===== src/rtl/vseg_pkg.sv =====
package vseg_pkg;

  localparam int VA_W = 64;

  typedef enum logic [1:0] {
    RES_NONE     = 2'd0,
    RES_MAPPED   = 2'd1,
    RES_UNMAPPED = 2'd2,
    RES_ERROR    = 2'd3
  } vseg_res_e;

  typedef enum logic [1:0] {
    PRIV_USER = 2'd0,
    PRIV_SUP  = 2'd1,
    PRIV_KERN = 2'd2
  } vseg_priv_e;

  typedef enum logic [2:0] {
    RGN_LOW     = 3'd0,
    RGN_XUSER   = 3'd1,
    RGN_XSUP    = 3'd2,
    RGN_XPHYS   = 3'd3,
    RGN_XKERN   = 3'd4,
    RGN_CDIRECT = 3'd5,
    RGN_CSUP    = 3'd6,
    RGN_CKERN   = 3'd7
  } vseg_rgn_e;

  localparam logic [VA_W-1:0] XUSER_TOP  = 64'h3FFF_FFFF_FFFF_FFFF;
  localparam logic [VA_W-1:0] XSUP_TOP   = 64'h7FFF_FFFF_FFFF_FFFF;
  localparam logic [VA_W-1:0] XKERN_TOP  = 64'hFFFF_FFFF_7FFF_FFFF;
  localparam logic [VA_W-1:0] XPHYS_OFFS = 64'h07FF_FFFF_FFFF_FFFF;

  function automatic vseg_priv_e decode_priv(input logic [1:0] fld);
    case (fld)
      2'b10:   return PRIV_USER;
      2'b01:   return PRIV_SUP;
      default: return PRIV_KERN;
    endcase
  endfunction

endpackage


===== src/rtl/vseg_region.sv =====
module vseg_region
  import vseg_pkg::*;
(
  input  logic [VA_W-1:0] vaddr,
  output vseg_rgn_e       region
);

  logic low_zero;
  logic high_ones;

  assign low_zero  = (vaddr[VA_W-1:31] == '0);
  assign high_ones = &vaddr[VA_W-1:31];

  always_comb begin
    region = RGN_LOW;
    if (!low_zero) begin
      case (vaddr[VA_W-1:VA_W-2])
        2'b00: region = RGN_XUSER;
        2'b01: region = RGN_XSUP;
        2'b10: region = RGN_XPHYS;
        default: begin
          if (!high_ones) begin
            region = RGN_XKERN;
          end else begin
            case (vaddr[30:29])
              2'b10:   region = RGN_CSUP;
              2'b11:   region = RGN_CKERN;
              default: region = RGN_CDIRECT;
            endcase
          end
        end
      endcase
    end
  end

endmodule


===== src/rtl/vseg_rules.sv =====
module vseg_rules
  import vseg_pkg::*;
#(
  parameter int PA_W = 48
) (
  input  logic [VA_W-1:0] vaddr,
  input  vseg_rgn_e       region,
  input  vseg_priv_e      priv,
  input  logic            erl,
  input  logic            ux,
  input  logic            sx,
  input  logic            kx,
  input  logic [VA_W-1:0] segmask,
  input  logic [PA_W-1:0] pamask,
  output vseg_res_e       res,
  output logic [PA_W-1:0] phys
);

  localparam int PAD_W = VA_W - PA_W;

  logic [VA_W-1:0] pamask_ext;
  logic            is_kern;
  logic            not_user;

  assign pamask_ext = {{PAD_W{1'b0}}, pamask};
  assign is_kern    = (priv == PRIV_KERN);
  assign not_user   = (priv != PRIV_USER);

  always_comb begin
    res  = RES_ERROR;
    phys = '0;
    case (region)
      RGN_LOW: begin
        if (erl) begin
          res  = RES_UNMAPPED;
          phys = PA_W'(vaddr[31:0]);
        end else begin
          res = RES_MAPPED;
        end
      end
      RGN_XUSER: begin
        if (ux && (vaddr <= (XUSER_TOP & segmask))) res = RES_MAPPED;
      end
      RGN_XSUP: begin
        if (not_user && sx && (vaddr <= (XSUP_TOP & segmask))) res = RES_MAPPED;
      end
      RGN_XPHYS: begin
        if (is_kern && kx && ((vaddr & XPHYS_OFFS) <= pamask_ext)) begin
          res  = RES_UNMAPPED;
          phys = vaddr[PA_W-1:0] & pamask;
        end
      end
      RGN_XKERN: begin
        if (is_kern && kx && (vaddr <= (XKERN_TOP & segmask))) res = RES_MAPPED;
      end
      RGN_CDIRECT: begin
        if (is_kern) begin
          res  = RES_UNMAPPED;
          phys = PA_W'(vaddr[28:0]);
        end
      end
      RGN_CSUP: begin
        if (not_user) res = RES_MAPPED;
      end
      default: begin
        if (is_kern) res = RES_MAPPED;
      end
    endcase
  end

endmodule


===== src/rtl/vseg_classifier.sv =====
module vseg_classifier
  import vseg_pkg::*;
#(
  parameter int PA_W = 48
) (
  input  logic            clk,
  input  logic            rst,
  input  logic [63:0]     vaddr_i,
  input  logic [1:0]      mode_i,
  input  logic            erl_i,
  input  logic            ux_i,
  input  logic            sx_i,
  input  logic            kx_i,
  input  logic            store_i,
  input  logic [63:0]     segmask_i,
  input  logic [PA_W-1:0] pamask_i,
  output logic [1:0]      result_o,
  output logic [PA_W-1:0] paddr_o,
  output logic            err_load_o,
  output logic            err_store_o
);

  vseg_rgn_e       rgn;
  vseg_priv_e      priv;
  vseg_res_e       res_c;
  logic [PA_W-1:0] phys_c;
  logic            is_err_c;

  assign priv     = decode_priv(mode_i);
  assign is_err_c = (res_c == RES_ERROR);

  vseg_region u_region (
    .vaddr  (vaddr_i),
    .region (rgn)
  );

  vseg_rules #(.PA_W(PA_W)) u_rules (
    .vaddr   (vaddr_i),
    .region  (rgn),
    .priv    (priv),
    .erl     (erl_i),
    .ux      (ux_i),
    .sx      (sx_i),
    .kx      (kx_i),
    .segmask (segmask_i),
    .pamask  (pamask_i),
    .res     (res_c),
    .phys    (phys_c)
  );

  always_ff @(posedge clk) begin
    if (rst) begin
      result_o    <= RES_NONE;
      paddr_o     <= '0;
      err_load_o  <= 1'b0;
      err_store_o <= 1'b0;
    end else begin
      result_o    <= res_c;
      paddr_o     <= phys_c;
      err_load_o  <= is_err_c && !store_i;
      err_store_o <= is_err_c && store_i;
    end
  end

  // load and store errors are exclusive
  a_r10_err_exclusive: assert property (@(posedge clk) disable iff (rst)
    !(err_load_o && err_store_o));

  // the physical bus is quiet unless the access is unmapped
  a_r10_paddr_quiet: assert property (@(posedge clk) disable iff (rst)
    (result_o != RES_UNMAPPED) |-> (paddr_o == '0));

  // the store flag follows the access type of the erroring request
  a_r10_store_flag: assert property (@(posedge clk) disable iff (rst)
    (store_i && is_err_c) |=> err_store_o);

  // user mode without the error-level flag never reaches a direct window
  a_r2_user_no_direct: assert property (@(posedge clk) disable iff (rst)
    (mode_i == 2'b10 && !erl_i) |=> (result_o != RES_UNMAPPED));

  // a decision is present one cycle after any non-reset cycle
  a_r11_decision_due: assert property (@(posedge clk) disable iff (rst)
    1'b1 |=> (result_o != RES_NONE));

endmodule


===== config.mk =====
export PLATFORM = sky130hd
export DESIGN_NAME = vseg_classifier
export DESIGN_NICKNAME = d
export VERILOG_FILES = /design/src/rtl/vseg_pkg.sv /design/src/rtl/vseg_region.sv /design/src/rtl/vseg_rules.sv /design/src/rtl/vseg_classifier.sv
export SDC_FILE = /design/constraint.sdc
export NUM_CORES = 1
export LEC_CHECK = 0
export ABC_AREA = 1
export BUFFER_PORTS_ARGS = -buffer_cell sky130_fd_sc_hd__buf_4
export CORE_ASPECT_RATIO = 1.2
export CORE_MARGIN = 4
export CORE_UTILIZATION = 55
export CTS_CLUSTER_SIZE = 25
export DETAILED_ROUTE_END_ITERATION = 6
export PLACE_DENSITY = 0.88
export SKIP_LAST_GASP = 1
export SYNTH_ARGS = -nofsm -noshare
export SYNTH_HDL_FRONTEND = slang
export SYNTH_SLANG_ARGS = --single-unit

===== constraint.sdc =====
create_clock -name clk -period 3.9 [get_ports clk]
set_input_delay 0.39 -clock clk [delete_from_list [all_inputs] [get_ports clk]]
set_output_delay 0.39 -clock clk [all_outputs]
set_load 0.1 [all_outputs]

==> results of run 1 <==
-- power breakdown --
group	switching, uW	internal, uW
Clock	195	256
Sequential	5.00	544
Combinational	416	293
-- sequential cells by signal (all words and copies together), names as in the netlist --
signal and flops:
paddr_o 48, err_load_o 1, err_store_o 1, result_o 2
-- metal layers --
metal / vias up / GRT usage / routed length, microns / part of all wire
met5: - / 0 / 0 / 0
met4: 0 / 0.1148 / 648 / 0.036
met3: 44 / 0.06584 / 1360 / 0.076
met2: 245 / 0.4960 / 9069 / 0.51
met1: 2892 / 0.2882 / 6749 / 0.38
li1: 3329 / - / - / -
-- cell usage after synthesis --
| cell | n |
|---|---|
| nand2_2 | 2 |
| buf_6 | 1 |
| and2_1 | 1 |
| nor4b_1 | 1 |
| or2_2 | 2 |
| buf_4 | 2 |
| a21boi_0 | 1 |
| nand2_1 | 179 |
| nor2_2 | 3 |
| nand3b_1 | 4 |
| buf_2 | 6 |
| clkbuf_1 | 9 |
| o21a_1 | 3 |
| nor4_1 | 1 |
| nand3_2 | 3 |
| nor2_1 | 57 |
| inv_1 | 158 |
| o211ai_1 | 1 |
| a21o_1 | 2 |
| ha_1 | 165 |
| and3_1 | 1 |
| a21oi_1 | 94 |
| o21bai_1 | 1 |
| nand4_1 | 45 |
| buf_12 | 1 |
| nand3_1 | 22 |
| a21oi_4 | 1 |
| nor3b_1 | 6 |
| nand3_4 | 1 |
| nor3_1 | 16 |
| or2_1 | 2 |
| o21ai_0 | 20 |
| clkinv_1 | 2 |
| nor3b_2 | 10 |
| dfxtp_1 | 52 |
| nor2_4 | 2 |
| inv_2 | 1 |
-- cells by family (layout without fill, tap and decap cells) --
kind of cell,after synthesis,in the layout,synth area share
simple gates,358,358,0.2770
buf+inv,180,410,0.1156
fa+ha+maj,165,165,0.3341
compound gates,123,123,0.1047
flops,52,52,0.1685
-- per-stage QoR --
| step | power, uW | cells | hold slack, ps |
|---|---|---|---|
| 3_3_place_gp | 1248 | 1232 | 659.5 |
| 3_5_place_dp | 1268 | 1232 | 670.9 |
| 2_1_floorplan | 972.9 | 878 | 536.2 |
| 6_report | 1710 | 1240 | 372.7 |
| 5_1_grt | 1832 | 1240 | 360.0 |
| 4_1_cts | 1721 | 1240 | 359.3 |
-- worst paths after layout --
check / start / end / slack (ps)
setup / recovery: vaddr_i[50] / paddr_o[5] / 1410
hold / removal: store_i / err_load_o / 370
-- area by class of cell --
cell class                 count  area share
multi-input combinational    646      0.5399
timing repair buffer         241      0.2208
sequential                    52      0.1271
inverter                     161     0.07376
tap                          132     0.02016
clock buffer                   7     0.01741
clock inverter                 1   0.0009163
==> flow_metrics.py, run 1 <==
metrics = {
    "run_status": {
        "outcome": "completed",
    },
    "global_route": {
        "antenna_found_initial": 0,
        "grt_pass1_vias": 6517,
        "grt_max_degree": 36,
        "gr-total-overflow": 0,
        "grt_first_pass_wirelength_microns": 28680,
        "track_usage": 0.2666,
    },
    "setup_path": {
        "endpoint_kind": "flip-flop",
        "critical_path_class": "primary input to flip-flop",
        "worstPathMaxFanout": 24,
        "crit_path_start_kind": "primary input",
        "max_stage_delay_ps": 670,
        "crit_buf_inv": 2,
        "crit_required_ps": 4110,
        "critPathArrivalTime_ps": 2700,
        "cp.depth": 12,
        "cp_cell_sequence": "buf_4 > or2_2 > nor2_1 > nand3_1 > nor2_2 > a21oi_4 > nor2_1 > nand3_2 > nand2_1 > buf_4 > nand2_1 > a21oi_1",
        "critPathTopFamily": "simple AND/OR/NAND/NOR gates",
        "critPathSlowestCell": "nand2_1",
    },
    "min_path": {
        "hold_depth": 3,
        "hp-class": "primary input to flip-flop",
    },
    "logic_synthesis": {
        "ys.warnings.count": 0,
        "avgSynthCellArea_sq_um": 7.037,
        "yosys-top-cells-area": "ha_1 (33%), dfxtp_1 (17%), nand2_1 (11%)",
        "yosys.area.top_type": "ha_1",
        "synth_seq_cells": 52,
        "syn-num-nets": 1228,
        "ys_types": 37,
        "synth_top_area_frac": 0.3341,
        "synth.cell_area_sq_um": 6178,
        "ys_seq_area_frac": 0.1685,
        "synth_cells": 878,
    },
    "finish": {
        "area_growth_syn_to_layout_pct": 32.60,
        "drive_above_1_share": 0.2464,
        "diodes": 0,
        "num-nets-final": 1457,
        "layout_common_cells": "buf_4 (241), nand2_1 (179), ha_1 (165)",
        "final-seq-area_sq_um": 1041,
        "finish.utilization": 0.7424,
        "fin_area_sq_um": 8193,
        "final_common_cell": "buf_4",
        "multi_input_area_sq_um": 4423,
        "fill_cells": 873,
    },
    "job": {
        "cap_violations": 0,
    },
    "clocking": {
        "htree_num_levels": 2,
        "cts_tree": "done",
        "clockBufferDepth": 2,
        "clock_sinks": 52,
        "cts_resized": 0,
        "cts_buffers": 5,
        "ctsHoldBuffers": 0,
        "cts.reportedPaths.clkPinSlew_ps": 70,
        "cts_setup_buffers": 0,
        "cts_root_buffer": "clkbuf_16",
    },
    "power_and_ir_drop": {
        "vdd_drop_max_mv": 0.1677,
        "leakage_uw": 0.004571,
        "powerDensity_nw_per_um2": 208.7,
    },
    "placed_design": {
        "place_ws_ps": 1139,
        "dpl_cell_area_sq_um": 8043,
        "port_buffers": 236,
        "dpl.hpwl_microns": 15130,
        "place_congestion": 0.8835,
    },
    "detailed_routing": {
        "dr.first_iter.drc_count": 214,
        "drc": 0,
        "vias": 6510,
        "via_per_inst": 5.250,
        "drt_wl_total_microns": 17830,
        "ant_nets": 0,
        "drt_first_pass_iters": 5,
        "wl_per_cell_microns": 14.38,
    },
    "timing": {
        "period_share": 0.6373,
        "rsz0062_at_grt": "false",
        "slew-limit-headroom": 0.4024,
        "hold_viol": 0,
        "period_needed_ps": 2485,
        "setup-violations-final": 0,
        "setup_slack_ps": 1415,
        "worstMarginPinSlew_ps": 894.2,
        "fmax_ghz": 0.4024,
        "tns_ps": 0,
        "drv_slew": 0,
    },
    "floorplan": {
        "die_h_microns": 124.1,
        "core_sq_um": 11040,
        "dieArea_sq_um": 13000,
        "start_util": 0.5599,
        "die_w_microns": 104.8,
        "pin_count": 237,
        "row_count": 42,
    },
}
Note: power is estimated with default switching activity, not from simulation.
==> inputs of run 2 (changes only) <==
- CORE_UTILIZATION: 55 -> 51
- PLACE_DENSITY: 0.88 -> 0.83
- clock period: 3.9 -> 2.5 ns (I/O delays scaled with it)
==> run 2 against run 1 <==
  * Global-route usage down 0.92 points
  * Setup slack worse by 940 ps
  * Sequential share of layout area down 0.31 points
  * Clock-buffer cell count down 2
  * Final cell count up 2.5%
  * Utilization down 2.6 points
  * Sequential power up 56%
  * Total power up 75%
  * Critical path type unchanged
==> flow_metrics.py, run 2 (synthesis results as in run 1) <==
metrics = {
    "floorplan": {
        "core_sq_um": 11730,
        "dieArea_sq_um": 13950,
        "die_h_microns": 128.6,
        "pin_count": 237,
        "start_util": 0.5268,
        "die_w_microns": 108.5,
        "row_count": 43,
    },
    "setup_path": {
        "crit_required_ps": 2740,
        "endpoint_kind": "flip-flop",
        "crit_path_start_kind": "primary input",
        "worstPathMaxFanout": 20,
        "critical_path_class": "primary input to flip-flop",
        "critPathArrivalTime_ps": 2260,
    },
    "finish": {
        "largest-register": "paddr_o",
        "largest_reg_flops": 48,
        "area_growth_syn_to_layout_pct": 35.91,
        "diodes": 0,
        "num-nets-final": 1463,
        "fin_area_sq_um": 8397,
        "drive_above_1_share": 0.2513,
        "final_common_cell": "buf_4",
        "fill_cells": 1012,
        "layout_common_cells": "buf_4 (242), nand2_1 (179), ha_1 (165)",
        "largestRegisters": "paddr_o: 48 flops, result_o: 2 flops",
    },
    "global_route": {
        "antenna_found_initial": 0,
        "grt_first_pass_wirelength_microns": 29210,
        "grt_pass1_vias": 6584,
        "gr-total-overflow": 0,
        "grt_max_degree": 36,
        "track_usage": 0.2574,
    },
    "detailed_routing": {
        "drt_wl_total_microns": 18100,
        "via_per_inst": 5.074,
        "wl_per_cell_microns": 14.24,
        "drc": 0,
        "ant_nets": 0,
        "dr.first_iter.drc_count": 235,
        "vias": 6449,
        "drt_first_pass_iters": 4,
    },
    "clocking": {
        "cts_tree": "done",
        "cts.reportedPaths.clkPinSlew_ps": 80,
        "cts_setup_buffers": 0,
        "clockBufferDepth": 2,
        "htree_num_levels": 2,
        "cts_resized": 0,
        "cts_buffers": 5,
        "ctsHoldBuffers": 0,
        "cts_root_buffer": "clkbuf_16",
        "clock_sinks": 52,
    },
    "timing": {
        "setup-violations-final": 0,
        "period_share": 0.8088,
        "rsz0062_at_grt": "false",
        "slew-limit-headroom": 0.6779,
        "drv_slew": 0,
        "period_needed_ps": 2022,
        "hold_viol": 0,
        "worstMarginPinSlew_ps": 476.4,
        "fmax_ghz": 0.4945,
        "tns_ps": 0,
    },
    "power_and_ir_drop": {
        "leakage_uw": 0.004654,
        "powerDensity_nw_per_um2": 355.8,
        "vdd_drop_max_mv": 0.3017,
        "power_uw": 2988,
    },
    "placed_design": {
        "dpl_cell_area_sq_um": 8182,
        "dpl.hpwl_microns": 15040,
        "place_congestion": 0.8861,
        "port_buffers": 236,
    },
    "min_path": {
        "hp-class": "primary input to flip-flop",
    },
    "job": {
        "cap_violations": 0,
    },
    "run_status": {
        "outcome": "completed",
    },
}
==> run 2: worst paths after layout <==
path	slack, ps	startpoint	to	cells after the start
max	480	vaddr_i[18]	err_store_o	15
min	210	store_i	err_load_o	3
==> run 2: through the flow <==
step,worst slack [ps],util,hold WS [ps],std cells
final,477.9,0.7159,208.3,1271
after global routing,161.3,0.7159,235.5,1271
after CTS,423.9,0.7159,206.7,1271
after detailed placement,119.2,0.6976,522.5,1263
after global placement,145.4,0.6976,512.0,1263
after floorplan,502.9,-,396.2,878
==> run 2: power breakdown <==
group / internal (uW) / total [uW] / switching, uW
sequential: 849 / 855 / 6.15
combinational: 464 / 1120 / 651
clock: 676 / 1020 / 342
total: 1990 / 2990 / 999
==> run 2: per-layer routing <==
metal / vias up / global-route usage / share of wire
li1: 3334 / - / -
met1: 2850 / 0.2797 / 0.38
met2: 227 / 0.4904 / 0.52
met3: 38 / 0.04415 / 0.073
met4: 0 / 0.09658 / 0.030
met5: - / 0 / 0
==> run 2: layout make-up <==
type | instances | area (sq um) | share of cell area
Clock buffer | 5 | 125.1 | 0.01490
Clock inverter | 3 | 90.09 | 0.01073
Inverter | 161 | 604.3 | 0.07197
Multi-Input combinational cell | 646 | 4423 | 0.5267
Sequential cell | 52 | 1041 | 0.1240
Tap cell | 157 | 196.4 | 0.02339
Timing Repair Buffer | 247 | 1917 | 0.2283
==> run 2: worst max-delay path: stages <==
cell	delay [ps]
buf_4	130
ha_1	300
nand2_1	80
nor2_1	140
nand4_1	200
nor3_1	270
o21ai_0	140
nand2_1	90
nand2_1	50
nand2_1	60
nand2_2	100
buf_12	170
nand3_1	100
nand3_1	80
nor2_1	100
